`config.mk`:
```
export PLATFORM = sky130hd
export DESIGN_NAME = flash_status_id
export DESIGN_NICKNAME = d
export VERILOG_FILES = /design/src/rtl/flash_resp_pkg.sv /design/src/rtl/flash_status_reg.sv /design/src/rtl/flash_id_seq.sv /design/src/rtl/flash_col_ctr.sv /design/src/rtl/flash_status_id.sv
export SDC_FILE = /design/constraint.sdc
export NUM_CORES = 1
export LEC_CHECK = 0
export ABC_AREA = 1
export ABC_CLOCK_PERIOD_IN_PS = 1900
export BUFFER_PORTS_ARGS = -buffer_cell sky130_fd_sc_hd__buf_2
export CAP_MARGIN = 40
export CORE_UTILIZATION = 35
export DETAILED_ROUTE_END_ITERATION = 10
export HOLD_SLACK_MARGIN = 0.06
export MAX_ROUTING_LAYER = met4
export SYNTH_ARGS = -nofsm -noshare
export SYNTH_HDL_FRONTEND = slang
export SYNTH_SLANG_ARGS = --single-unit
```
`constraint.sdc`:
```
create_clock -name clk -period 1.9 [get_ports clk]
set_input_delay 0.38 -clock clk [delete_from_list [all_inputs] [get_ports clk]]
set_output_delay 0.38 -clock clk [all_outputs]
set_load 0.01 [all_outputs]
```
`src/rtl/flash_resp_pkg.sv`:
```
package flash_resp_pkg;

    typedef enum logic [1:0] {
        SEL_ARRAY  = 2'd0,
        SEL_STATUS = 2'd1,
        SEL_ID     = 2'd2
    } sel_e;

    localparam logic [7:0] OP_READ   = 8'h00;
    localparam logic [7:0] OP_STATUS = 8'h70;
    localparam logic [7:0] OP_IDENT  = 8'h90;
    localparam logic [7:0] OP_RESET  = 8'hFF;

    typedef struct packed {
        logic       wr_open;
        logic       ready;
        logic [4:0] spare;
        logic       fail;
    } status_t;

    typedef struct packed {
        logic go_status;
        logic go_ident;
        logic go_array;
        logic clr_fail;
    } cmd_dec_t;

    function automatic status_t make_status(input logic wp_n, input logic busy,
                                            input logic fail);
        status_t s;
        s.wr_open = wp_n;
        s.ready   = ~busy;
        s.spare   = '0;
        s.fail    = fail;
        return s;
    endfunction

    function automatic cmd_dec_t decode(input logic vld, input logic [7:0] code);
        cmd_dec_t d;
        d.go_status = vld && (code == OP_STATUS);
        d.go_ident  = vld && (code == OP_IDENT);
        d.go_array  = vld && ((code == OP_READ) || (code == OP_RESET));
        d.clr_fail  = vld && (code == OP_RESET);
        return d;
    endfunction

endpackage

```
`src/rtl/flash_status_reg.sv`:
```
module flash_status_reg
    import flash_resp_pkg::*;
(
    input  logic    clk,
    input  logic    rst,
    input  logic    clr_i,
    input  logic    res_valid_i,
    input  logic    res_fail_i,
    input  logic    busy_i,
    input  logic    wp_n_i,
    output status_t status_o
);
    logic fail_q;

    always_ff @(posedge clk) begin
        if (rst)              fail_q <= 1'b0;
        else if (clr_i)       fail_q <= 1'b0;
        else if (res_valid_i) fail_q <= res_fail_i;
    end

    assign status_o = make_status(wp_n_i, busy_i, fail_q);
endmodule

```
`src/rtl/flash_id_seq.sv`:
```
module flash_id_seq #(
    parameter logic [7:0] FIRST_CODE  = 8'h04,
    parameter logic [7:0] SECOND_CODE = 8'hE6
) (
    input  logic       clk,
    input  logic       rst,
    input  logic       start_i,
    input  logic       addr_hit_i,
    input  logic       strobe_i,
    output logic [7:0] byte_o
);
    logic       armed_q;
    logic       second_q;
    logic [7:0] byte_q;

    always_ff @(posedge clk) begin
        if (rst || start_i) begin
            armed_q  <= 1'b0;
            second_q <= 1'b0;
            byte_q   <= 8'h00;
        end else begin
            if (addr_hit_i) armed_q <= 1'b1;
            if (strobe_i && armed_q) begin
                byte_q   <= second_q ? SECOND_CODE : FIRST_CODE;
                second_q <= 1'b1;
            end
        end
    end

    assign byte_o = byte_q;
endmodule

```
`src/rtl/flash_col_ctr.sv`:
```
module flash_col_ctr #(
    parameter int NUM_COLS = 528,
    localparam int COL_W   = $clog2(NUM_COLS)
) (
    input  logic             clk,
    input  logic             rst,
    input  logic             step_i,
    output logic [COL_W-1:0] col_o
);
    localparam logic [COL_W-1:0] LAST = COL_W'(NUM_COLS - 1);
    logic [COL_W-1:0] col_q;

    always_ff @(posedge clk) begin
        if (rst)         col_q <= '0;
        else if (step_i) col_q <= (col_q == LAST) ? '0 : col_q + 1'b1;
    end

    assign col_o = col_q;
endmodule

```
`src/rtl/flash_status_id.sv`:
```
module flash_status_id
    import flash_resp_pkg::*;
#(
    parameter int         NUM_COLS  = 528,
    parameter logic [7:0] MAKER_ID  = 8'h04,
    parameter logic [7:0] DEVICE_ID = 8'hE6,
    localparam int        COL_W     = $clog2(NUM_COLS)
) (
    input  logic             clk,
    input  logic             rst,
    input  logic             cmd_valid_i,
    input  logic [7:0]       cmd_i,
    input  logic             addr_valid_i,
    input  logic [7:0]       addr_i,
    input  logic             rd_fall_i,
    input  logic             ce_fall_i,
    input  logic             busy_i,
    input  logic             wp_n_i,
    input  logic             res_valid_i,
    input  logic             res_fail_i,
    output logic [7:0]       data_o,
    output logic [1:0]       sel_o,
    output logic [COL_W-1:0] col_o
);
    cmd_dec_t   dec;
    sel_e       sel_q;
    logic       shown_q;
    logic       quiet;
    status_t    status;
    logic [7:0] id_byte;

    assign dec   = decode(cmd_valid_i, cmd_i);
    assign quiet = ~cmd_valid_i;

    always_ff @(posedge clk) begin
        if (rst) begin
            sel_q   <= SEL_ARRAY;
            shown_q <= 1'b0;
        end else if (dec.go_status) begin
            sel_q   <= SEL_STATUS;
            shown_q <= 1'b0;
        end else if (dec.go_ident) begin
            sel_q   <= SEL_ID;
        end else if (dec.go_array) begin
            sel_q   <= SEL_ARRAY;
        end else if (quiet && sel_q == SEL_STATUS && (rd_fall_i || ce_fall_i)) begin
            shown_q <= 1'b1;
        end
    end

    flash_status_reg u_stat (
        .clk         (clk),
        .rst         (rst),
        .clr_i       (dec.clr_fail),
        .res_valid_i (res_valid_i),
        .res_fail_i  (res_fail_i),
        .busy_i      (busy_i),
        .wp_n_i      (wp_n_i),
        .status_o    (status)
    );

    flash_id_seq #(
        .FIRST_CODE  (MAKER_ID),
        .SECOND_CODE (DEVICE_ID)
    ) u_id (
        .clk        (clk),
        .rst        (rst),
        .start_i    (dec.go_ident),
        .addr_hit_i (quiet && sel_q == SEL_ID && addr_valid_i && addr_i == 8'h00),
        .strobe_i   (quiet && sel_q == SEL_ID && rd_fall_i),
        .byte_o     (id_byte)
    );

    flash_col_ctr #(.NUM_COLS(NUM_COLS)) u_col (
        .clk    (clk),
        .rst    (rst),
        .step_i (quiet && sel_q == SEL_ARRAY && rd_fall_i),
        .col_o  (col_o)
    );

    always_comb begin
        unique case (sel_q)
            SEL_STATUS: data_o = shown_q ? status : 8'h00;
            SEL_ID:     data_o = id_byte;
            default:    data_o = 8'h00;
        endcase
    end

    assign sel_o = sel_q;
endmodule

```
==> summary.md, run 1 <==
| Metric | Value |
|---|---|
| Total grt overflow | `0` |
| Drt pass-1 iters | `7` |
| Register bit total from synthesis | `17` |
| Post-CTS Hold Buffers | `0` |
| Max stage delay on crit path | `410 ps` |
| Die area | `0.00327 mm^2` |
| Vias per cell | `4.78` |
| Met3 global-route usage | `2.04%` |
| Detailed placement HPWL | `1920 um` |
| CTS Buf Count | `3` |
| Starting Density | `37.7%` |
| Crit-path max FO | `4` |
| Ys Warns | `0` |
| CP Cell Sequence | `inv_1, ha_1, inv_1, a21oi_1, buf_2` |
| Leakage power | `0.000632 uW` |
| Design Area, Final | `0.00132 mm^2` |
| Global Route Usage Sum | `16.0%` |
| Layout cells sized above 1 | `26.4%` |
| CP most frequent cell | `inv_1` |
| Largest cells by area after synthesis | `dfxtp_1, nand2_1, inv_1` |
| Post-Syn Instances | `164` |
| Post-CTS Setup Bufs | `0` |
| Max Buffers Root-to-Sink | `2` |
| Tmin final | `1760 ps` |
| Synth Area in Compound Gates | `10.4%` |
| DRC viols | `10` |
| Ant diodes | `0` |
| DR WL/cell | `10.2 um` |
| Status | `finished, violations left` |
| DR vias | `1143` |
| Initial antenna violation count | `0` |
| First-pass GRT wire length | `4060 um` |
| Grt met2 use | `25.0%` |
| Area leader, netlist | `dfxtp_1` |
| Final setup fails | `0` |
| Clk sinks | `17` |
| Main combinational cell family by area after synthesis | `simple AND/OR/NAND/NOR gates` |
| Setup Total Neg Slack | `0 ps` |
| ANT nets after route | `0` |
| Failing checks | `design-rule violations` |
| Setup WS post-layout | `142 ps` |
| Root Buffer | `clkbuf_4` |
| Fin Clk Skew | `5.53 ps` |
| Yosys cell types | `25` |
| Pwr dens | `481 mW/mm^2` |
| Syn Area/Cell | `6.50 um^2` |
| Critical Path AT | `1380 ps` |
| 1st-iter DRT viols | `52` |
| Port buffer count | `43` |
| Simple-Gate Fraction of Synth Area | `39.7%` |
| Worst Hold Class | `in -> reg` |
| Asr flop ratio synth | `0%` |
| Dpl ws | `434 ps` |
| Crit path max-delay family | `flip-flops` |
| Xor/xnor cell area share of the yosys netlist | `0.822%` |
| Final std cells w/o fill | `239` |
| CTS H-tree lvls | `1` |
| Worst setup EP type | `primary output` |
| Core area | `0.00283 mm^2` |
| WL final | `2450 um` |
| Worst VDD drop | `0.000353 V` |
| TritonCTS clock tree | `yes` |
| Post-synth EDFFs | `0` |
| Cells after DPL | `235` |
| Most common cell in the netlist | `nand2_1` |
| Area share of the largest cell type after synthesis | `31.9%` |
| Final Hold Vio Count | `0` |
| GRT busiest layer | `met2` |
| Post-DP Area | `0.00130 mm^2` |
| Area grow syn2layout | `24.2%` |
| Fin. max-slew vios | `0` |
| Post-Syn Area | `0.00107 mm^2` |
| Post_cts resized | `0` |
| CTS clk-pin slew, worst paths | `110 ps` |
| Clock latency at the later pin of the worst-skew pair | `290 ps` |
| Vias in the first global route | `996` |
| CP Launch Type | `flop` |
| Die H | `57.2 um` |
| Placer congestion estimate | `0.832` |
| Fin crit share | `92.5%` |
| CP Data Required Time | `1520 ps` |
| Mux share of post-synthesis cell area | `0%` |
| Num rows | `19` |
| Top post-synthesis cells by count | `nand2_1, inv_1, nor2_1, dfxtp_1, a21oi_1` |
| Slowest CP cell | `dfxtp_1` |
| Fmax | `569 MHz` |
| Synth Area in Adders | `4.69%` |
| Fill count | `301` |
| Max-Cap Viols | `0` |
| Pin count of the biggest net entering global routing | `11` |
| Met1 Usage GRT | `21.1%` |
| Die W | `57.2 um` |
| Nets | `239` |
| Setup CP Type | `reg -> out` |
| Boundary pin count | `46` |
| Top FF cell, synth | `dfxtp_1` |
| Sequential fraction of the synthesis area | `31.9%` |
| CP bufs+invs | `3` |
| RSZ-0062 raised after global routing | `false` |
[per-layer routing]
layer | vias up | share of wire (%) | wire (um)
li1 | 609 | - | -
met1 | 495 | 51 | 1240
met2 | 35 | 43 | 1050
met3 | 4 | 5.1 | 126
met4 | 0 | 1.1 | 28
met5 | - | 0 | 0
[layout make-up]
type | count | area (um^2) | area share (%)
Sequential cell | 17 | 340 | 25.7
Clock inverter | 1 | 5.00 | 0.378
Multi-Input combinational cell | 117 | 601 | 45.4
Inverter | 27 | 101 | 7.66
Tap cell | 31 | 38.8 | 2.93
Clock buffer | 3 | 22.5 | 1.70
Timing Repair Buffer | 43 | 215 | 16.3
[through the flow]
| step | hold WS [ps] | utilization [%] | power (uW) |
|---|---|---|---|
| after floorplan | 439 | - | 407 |
| after global placement | 451 | 45.8 | 444 |
| after detailed placement | 467 | 45.8 | 446 |
| after CTS | 335 | 46.8 | 644 |
| after global routing | 353 | 46.8 | 663 |
| final | 341 | 46.8 | 637 |
[power breakdown]
part / switching, uW / internal [uW]
Clock: 121 / 78.3
Sequential: 3.77 / 360
Combinational: 40.7 / 33.3
[flip-flops by register name (all words and copies together), names as in the netlist]
| signal | flops |
|---|---|
| sel_o | 2 |
| shown_q | 1 |
| u_col.col_o | 10 |
| u_id.armed_q | 1 |
| u_id.byte_o | 2 |
| u_stat.fail_q | 1 |
[kinds of logic (layout without fill, tap and decap cells)]
kind of cell / Yosys count / after routing
adders and majority gates: 4 / 4
and+or+nand+nor: 90 / 90
AOI/OAI and AO/OA: 20 / 20
xor gates and xnor gates: 1 / 1
DFF: 17 / 17
buffers and inverters: 31 / 74
other: 1 / 2
[cells in the final DEF (no fill, tap or decap), drive strengths merged]
cell type and count:
a21oi 13, clkinv 1, o211ai 1, ha 4, conb 2, nand4 8
o21ai 3, inv 27, o2111ai 1, nor3b 1, clkbuf 3, o21bai 2
xor2 1, nor3 6, dfxtp 17, and2 1, buf 43, nor2 25
or2 1, nand3 11, nand2 37
[final timing paths]
path              cells after the start  slack [ps]                        start                          end
hold / removal                        2         340                          rst  u_col.col_o[5]$_SDFFE_PP0P_
setup reg to reg                      7         360        sel_o[1]$_SDFFE_PP0P_  u_col.col_o[3]$_SDFFE_PP0P_
hold reg to reg                       2         480  u_id.byte_o[6]$_SDFFE_PP0P_  u_id.byte_o[6]$_SDFFE_PP0P_
setup / recovery                      5         140        sel_o[1]$_SDFFE_PP0P_                    data_o[6]
[worst register-to-register path, cell delays in order, from the launching register on]
cell	delay (ps)
dfxtp_1	360
inv_1	90
ha_1	180
nand2_2	70
nor2_4	180
nand2_4	90
o21ai_0	360
nor3_1	90
Note: power is estimated with default switching activity, not from simulation.
==> run 2, diff against run 1 <==
CORE_MARGIN = 10   (was not set)
SYNTH_HIERARCHICAL = 1   (was not set)
==> summary.md, run 2 <==
| Metric | Value |
|---|---|
| DRC viols | `0 (-10)` |
| First-pass GRT wire length | `5050 um (+24%)` |
| Largest cells by area after synthesis | `dfxtp_1, nand2_1, nor2_1` |
| Top post-synthesis cells by count | `nand2_1, nor2_1, inv_1, dfxtp_1, buf_4` |
| Nets | `272 (+14%)` |
| Design Area, Final | `0.00150 mm^2 (+13%)` |
| Setup Total Neg Slack | `0 ps (unchanged)` |
| Max stage delay on crit path | `380 ps (-30 ps)` |
| Fin. max-slew vios | `0 (unchanged)` |
| Worst setup EP type | `primary output` |
| Clock power frac | `38.5% (+7.2 points)` |
| CTS clk-pin slew, worst paths | `70 ps (-40 ps)` |
| Setup CP Type | `reg -> out` |
| Post-Syn Instances | `205 (+25%)` |
| Core area | `0.00344 mm^2 (+22%)` |
| Die area | `0.00646 mm^2 (+98%)` |
| Most common cell in the netlist | `nand2_1` |
| TritonCTS clock tree | `yes` |
| Fill count | `390 (+30%)` |
| Ys Warns | `6 (+6)` |
| Switching pwr | `173 uW (+4.5%)` |
| Pwr dens | `477 mW/mm^2 (-0.92%)` |
| Final Hold Vio Count | `0 (unchanged)` |
| Worst Hold Class | `in -> reg` |
| Die W | `80.4 um (+41%)` |
| RSZ-0062 raised after global routing | `false` |
| Top FF cell, synth | `dfxtp_1` |
| Tmin final | `1740 ps (-19.4 ps)` |
| Crit path max-delay family | `flip-flops` |
| DR vias | `1229 (+7.5%)` |
| Root Buffer | `clkbuf_8` |
| Syn Area/Cell | `6.23 um^2 (-4.2%)` |
| Clock latency at the later pin of the worst-skew pair | `250 ps (-40 ps)` |
| Global Route Usage Sum | `9.81% (-6.2 points)` |
| Post-CTS Setup Bufs | `0 (unchanged)` |
| Port buffer count | `43 (unchanged)` |
| CP Data Required Time | `1520 ps (about the same)` |
| Asr flop ratio synth | `0% (unchanged)` |
| Area leader, netlist | `dfxtp_1` |
| Post-DP Area | `0.00145 mm^2 (+12%)` |
| CTS H-tree lvls | `1 (unchanged)` |
| Switch share | `24.2% (-1.8 points)` |
| CTS Buf Count | `3 (unchanged)` |
| Multi-input combinational cell area | `712 um^2 (+19%)` |
| Detailed placement HPWL | `2430 um (+27%)` |
| Gate power share | `10.6% (-1.0 points)` |
| ANT nets after route | `0 (unchanged)` |
| Status | `complete, no violations` |
| Max Buffers Root-to-Sink | `2 (unchanged)` |
| Die H | `80.4 um (+41%)` |
| Vias per cell | `4.28 (-10%)` |
| Yosys cell types | `26 (+4.0%)` |
| Pin count of the biggest net entering global routing | `10 (-1)` |
| Register bit total from synthesis | `17 (unchanged)` |
| Sequential Power Share | `50.8% (-6.3 points)` |
| Drt pass-1 iters | `4 (-3)` |
| Area grow syn2layout | `17.6%` |
| Initial antenna violation count | `0 (unchanged)` |
| Total grt overflow | `0 (unchanged)` |
| Ant diodes | `0 (unchanged)` |
| Reg area | `340 um^2 (unchanged)` |
| Cells after DPL | `283 (+20%)` |
| Placer congestion estimate | `0.848 (+2.0%)` |
| Post-synth EDFFs | `0 (unchanged)` |
| Crit-path max FO | `8 (+4)` |
| Post-Syn Area | `0.00128 mm^2 (+20%)` |
| Fin Clk Skew | `0.790 ps (-4.74 ps)` |
| Clk sinks | `17 (unchanged)` |
| Num rows | `21 (+2)` |
| WL final | `2990 um (+22%)` |
| Slowest CP cell | `dfxtp_1` |
| Max FFs per register | `10 (unchanged)` |
| Worst VDD drop | `0.000183 V (-48%)` |
| Starting Density | `37.1% (-0.61 points)` |
| Fin crit share | `91.5% (-1.0 points)` |
| Max-Cap Viols | `0 (unchanged)` |
| CP bufs+invs | `3 (unchanged)` |
| CP Launch Type | `flop` |
| 1st-iter DRT viols | `53 (+1.9%)` |
| CP Cell Sequence | `inv_1, ha_1, inv_2, a21oi_1, buf_2` |
| Most frequent cells in the layout | `nand2_1, buf_2, nor2_1, inv_1, dfxtp_1` |
| Boundary pin count | `46 (unchanged)` |
| Vias in the first global route | `1158 (+16%)` |
| Sequential fraction of the synthesis area | `26.7% (-5.3 points)` |
| Area share of the largest cell type after synthesis | `26.7% (-5.3 points)` |
| Final std cells w/o fill | `287 (+20%)` |
| Critical Path AT | `1360 ps (-20 ps)` |
| Leakage power | `0.000735 uW (+16%)` |
| DR WL/cell | `10.4 um (+1.7%)` |
| Internal power | `543 uW (+15%)` |
| Layout cells sized above 1 | `27.4% (+0.94 points)` |
| Fmax | `575 MHz (+1.1%)` |
| Final setup fails | `0 (unchanged)` |
-- run 2: routing by layer --
metal  share of wire, %  up-vias  global-route usage (%)
met5                  0        -                       -
met2                 45       26                    15.5
met1                 45      511                    11.1
met3                7.5        5                    2.78
met4                2.1        0                    4.75
li1                   -      687                       -
-- run 2: path summary, 6_finish.rpt --
check                       startpoint                           to  slack, ps  depth (start not counted)
max              sel_o[1]$_SDFFE_PP0P_                    data_o[7]        160                          5
min                        res_valid_i   u_stat/fail_q$_SDFFE_PP0P_        370                          3
max reg2reg      sel_o[0]$_SDFFE_PP0P_  u_col/col_o[7]$_SDFFE_PP0P_        390                         10
min reg2reg  u_id/armed_q$_SDFFE_PP0P_    u_id/armed_q$_SDFFE_PP0P_        490                          1
-- run 2: kinds of logic (layout without fill, tap and decap cells) --
logic type               after synthesis  count (layout)  synth area share (%)
AND/OR/NAND/NOR                      111             111                  40.4
XOR/XNOR                               1               1                 0.686
buffers and inverters                 51              81                  19.7
AO/OA/AOI/OAI                         19              19                  8.04
flip-flops                            17              17                  26.7
other                                  2               8                 0.588
adder cells (fa/ha/maj)                4               4                  3.92
-- run 2: layout make-up --
cell class	count	share of cell area, %
Tap cell	46	3.83
Inverter	33	8.25
Timing Repair Buffer	44	14.8
Sequential cell	17	22.7
Clock buffer	4	3.00
Multi-Input combinational cell	143	47.4
-- run 2: power groups by stage --
| stage | sequential (uW) | clock (uW) | combinational, uW |
|---|---|---|---|
| after global routing | 364 | 306 | 88.8 |
| final | 364 | 276 | 76.2 |
| after floorplan | 372 | 0 | 50.9 |
| after CTS | 364 | 287 | 76.9 |
| after global placement | 372 | 0 | 76.4 |
| after detailed placement | 372 | 0 | 76.5 |
-- run 2: repair_timing --
item	4_1_cts	5_1_grt
hold buffers	0	0
endpoints found under the setup margin	0	6
resized for setup	0	3
-- run 2: metrics by stage --
| stage | hold WS [ps] | total power, uW | setup WS [ps] | utilization, % |
|---|---|---|---|---|
| 2_1_floorplan | 449 | 423 | 478 | - |
| 3_3_place_gp | 469 | 449 | 418 | 42.2 |
| 3_5_place_dp | 478 | 449 | 389 | 42.2 |
| 4_1_cts | 364 | 728 | 78.3 | 43.5 |
| 5_1_grt | 364 | 759 | 11.6 | 43.6 |
| 6_report | 365 | 716 | 162 | 43.6 |
-- run 2: worst min-delay path: stages --
cell and delay (ps):
buf_2 90, nor2_1 40, nor2_2 80
==> run 3, diff against run 2 <==
CTS_BUF_LIST = sky130_fd_sc_hd__clkbuf_16   (was not set)
RECOVER_POWER = 50   (was not set)
==> summary.md, run 3 (synthesis gave the netlist of run 2 again) <==
| Metric | Value |
|---|---|
| Max-Cap Viols | `0 (unchanged)` |
| Placer congestion estimate | `0.848 (unchanged)` |
| Detailed placement HPWL | `2430 um (unchanged)` |
| Dpl ws | `389 ps (unchanged)` |
| CP Cell Sequence | `inv_1, ha_1, nand2_1, a21oi_1, buf_2` |
| Setup WS post-layout | `167 ps (+4.73 ps)` |
| Pin count of the biggest net entering global routing | `10 (unchanged)` |
| Pwr dens | `560 mW/mm^2 (+17%)` |
| Status | `complete, no violations` |
| Setup CP Type | `reg -> out` |
| Die H | `80.4 um (unchanged)` |
| Crit-path max FO | `9 (+1)` |
| Num rows | `21 (unchanged)` |
| Max FFs per register | `10 (unchanged)` |
| Fin. max-slew vios | `0 (unchanged)` |
| Max stage delay on crit path | `330 ps (-50 ps)` |
| Clk sinks | `17 (unchanged)` |
| Worst hold path stage count | `3 (unchanged)` |
| Port buffer count | `43 (unchanged)` |
| Reg area | `340 um^2 (unchanged)` |
| RSZ-0062 raised after global routing | `false` |
| 1st-iter DRT viols | `36 (-32%)` |
| Fin crit share | `91.2% (-0.25 points)` |
| Worst Hold Class | `in -> reg` |
| Fmax | `577 MHz (+0.27%)` |
| Tmin final | `1730 ps (-4.73 ps)` |
| Vias in the first global route | `1152 (-0.52%)` |
| First-pass GRT wire length | `4990 um (-1.2%)` |
| CTS H-tree lvls | `1 (unchanged)` |
| Vias per cell | `4.33 (+1.2%)` |
| Post-layout util | `44.0% (+0.40 points)` |
| Multi-input combinational cell area | `709 um^2 (-0.35%)` |
| Global Route Usage Sum | `9.53% (-0.28 points)` |
| DR vias | `1244 (+1.2%)` |
| Fin Clk Skew | `2.22 ps (+1.43 ps)` |
| Nets | `272 (unchanged)` |
| Worst VDD drop | `0.000237 V (+29%)` |
| Most frequent cells in the layout | `nand2_1, buf_2, nor2_1, inv_1, dfxtp_1` |
| CTS Buf Count | `3 (unchanged)` |
| Post-CTS Hold Buffers | `0 (unchanged)` |
| Final Hold Vio Count | `0 (unchanged)` |
| Root Buffer | `clkbuf_16` |
| Die W | `80.4 um (unchanged)` |
| Drt pass-1 iters | `4 (unchanged)` |
| Total grt overflow | `0 (unchanged)` |
| Leakage power | `0.000706 uW (-4.0%)` |
| Die area | `0.00646 mm^2 (unchanged)` |
| Final std cells w/o fill | `287 (unchanged)` |
| Worst r2r path cells | `11 (+1)` |
| Ant diodes | `0 (unchanged)` |
| CP Launch Type | `flop` |
| WL final | `2940 um (-1.7%)` |
| Design Power | `849 uW (+19%)` |
| Critical Path AT | `1350 ps (about the same)` |
| DR WL/cell | `10.2 um (-1.7%)` |
| CTS clk-pin slew, worst paths | `50 ps (-20 ps)` |
| Final setup fails | `0 (unchanged)` |
| Fill count | `391 (+0.26%)` |
| Setup Total Neg Slack | `0 ps (unchanged)` |
| Initial antenna violation count | `0 (unchanged)` |
| Starting Density | `37.1% (unchanged)` |
| Layout cells sized above 1 | `22.0% (-5.4 points)` |
| DRC viols | `0 (unchanged)` |
| Cells after DPL | `283 (unchanged)` |
| Most common cell after layout, fill and taps aside | `nand2_1` |
| Core area | `0.00344 mm^2 (unchanged)` |
| Max Buffers Root-to-Sink | `2 (unchanged)` |
| Area grow syn2layout | `18.7%` |
| Clock latency at the later pin of the worst-skew pair | `240 ps (about the same)` |
| Boundary pin count | `46 (unchanged)` |
| Slowest CP cell | `dfxtp_1` |
| CP Data Required Time | `1520 ps (about the same)` |
| ANT nets after route | `0 (unchanged)` |
| Worst setup EP type | `primary output` |
| TritonCTS clock tree | `yes` |
## run 3: cell types whose count changed in the layout (fill, tap and decap cells not counted), sizes merged
cell	change
inv	+1
clkbuf	+11
buf	-12
## run 3: through the flow
step	instance area (um^2)	hold WS [ps]
after CTS	1530	377
after floorplan	1300	449
final	1520	378
after global routing	1520	381
after global placement	1450	469
after detailed placement	1450	478
## run 3: layout make-up
type                    instances  area share [%]
clock buffers                   3            4.95
clock inverters                 1           0.248
inverters                      33            8.18
multi-input cells             143            46.8
flip-flops and latches         17            22.5
well taps                      46            3.80
repair buffers                 44            13.5
## run 3: report_power, final
group	switching, uW	internal [uW]	total (uW)	leakage [uW]
Combinational	42.1	32.0	74.1	0.000526
Clock	131	279	410	0.0000423
Sequential	3.66	361	365	0.000137
## run 3: final timing paths
check | from | endpoint | slack (ps)
max | sel_o[0]$_SDFFE_PP0P_ | data_o[6] | 170
min | res_valid_i | u_stat/fail_q$_SDFFE_PP0P_ | 380
max reg2reg | sel_o[1]$_SDFFE_PP0P_ | u_col/col_o[9]$_SDFFE_PP0P_ | 250
min reg2reg | u_id/armed_q$_SDFFE_PP0P_ | u_id/armed_q$_SDFFE_PP0P_ | 490
## run 3: worst max-delay path: cells and delay by family (launching register included)
family	cells	cell delay [ps]
AO/OA/AOI/OAI	1	150
adder cells (fa/ha/maj)	1	320
buffers and inverters	2	230
flip-flops	1	330
AND/OR/NAND/NOR	1	80
## run 3: per-layer routing
layer	global-route usage, %	vias to the layer above	part of all wire [%]
li1	-	693	-
met1	11.1	528	46
met5	-	-	0
met3	2.78	2	6.8
met4	3.17	0	1.1
met2	15.3	21	46
## run 3: repair_timing
action | CTS | global route
endpoints found under the setup margin | 0 | 1
buffers inserted | 0 | 0
resized for setup | 0 | 2
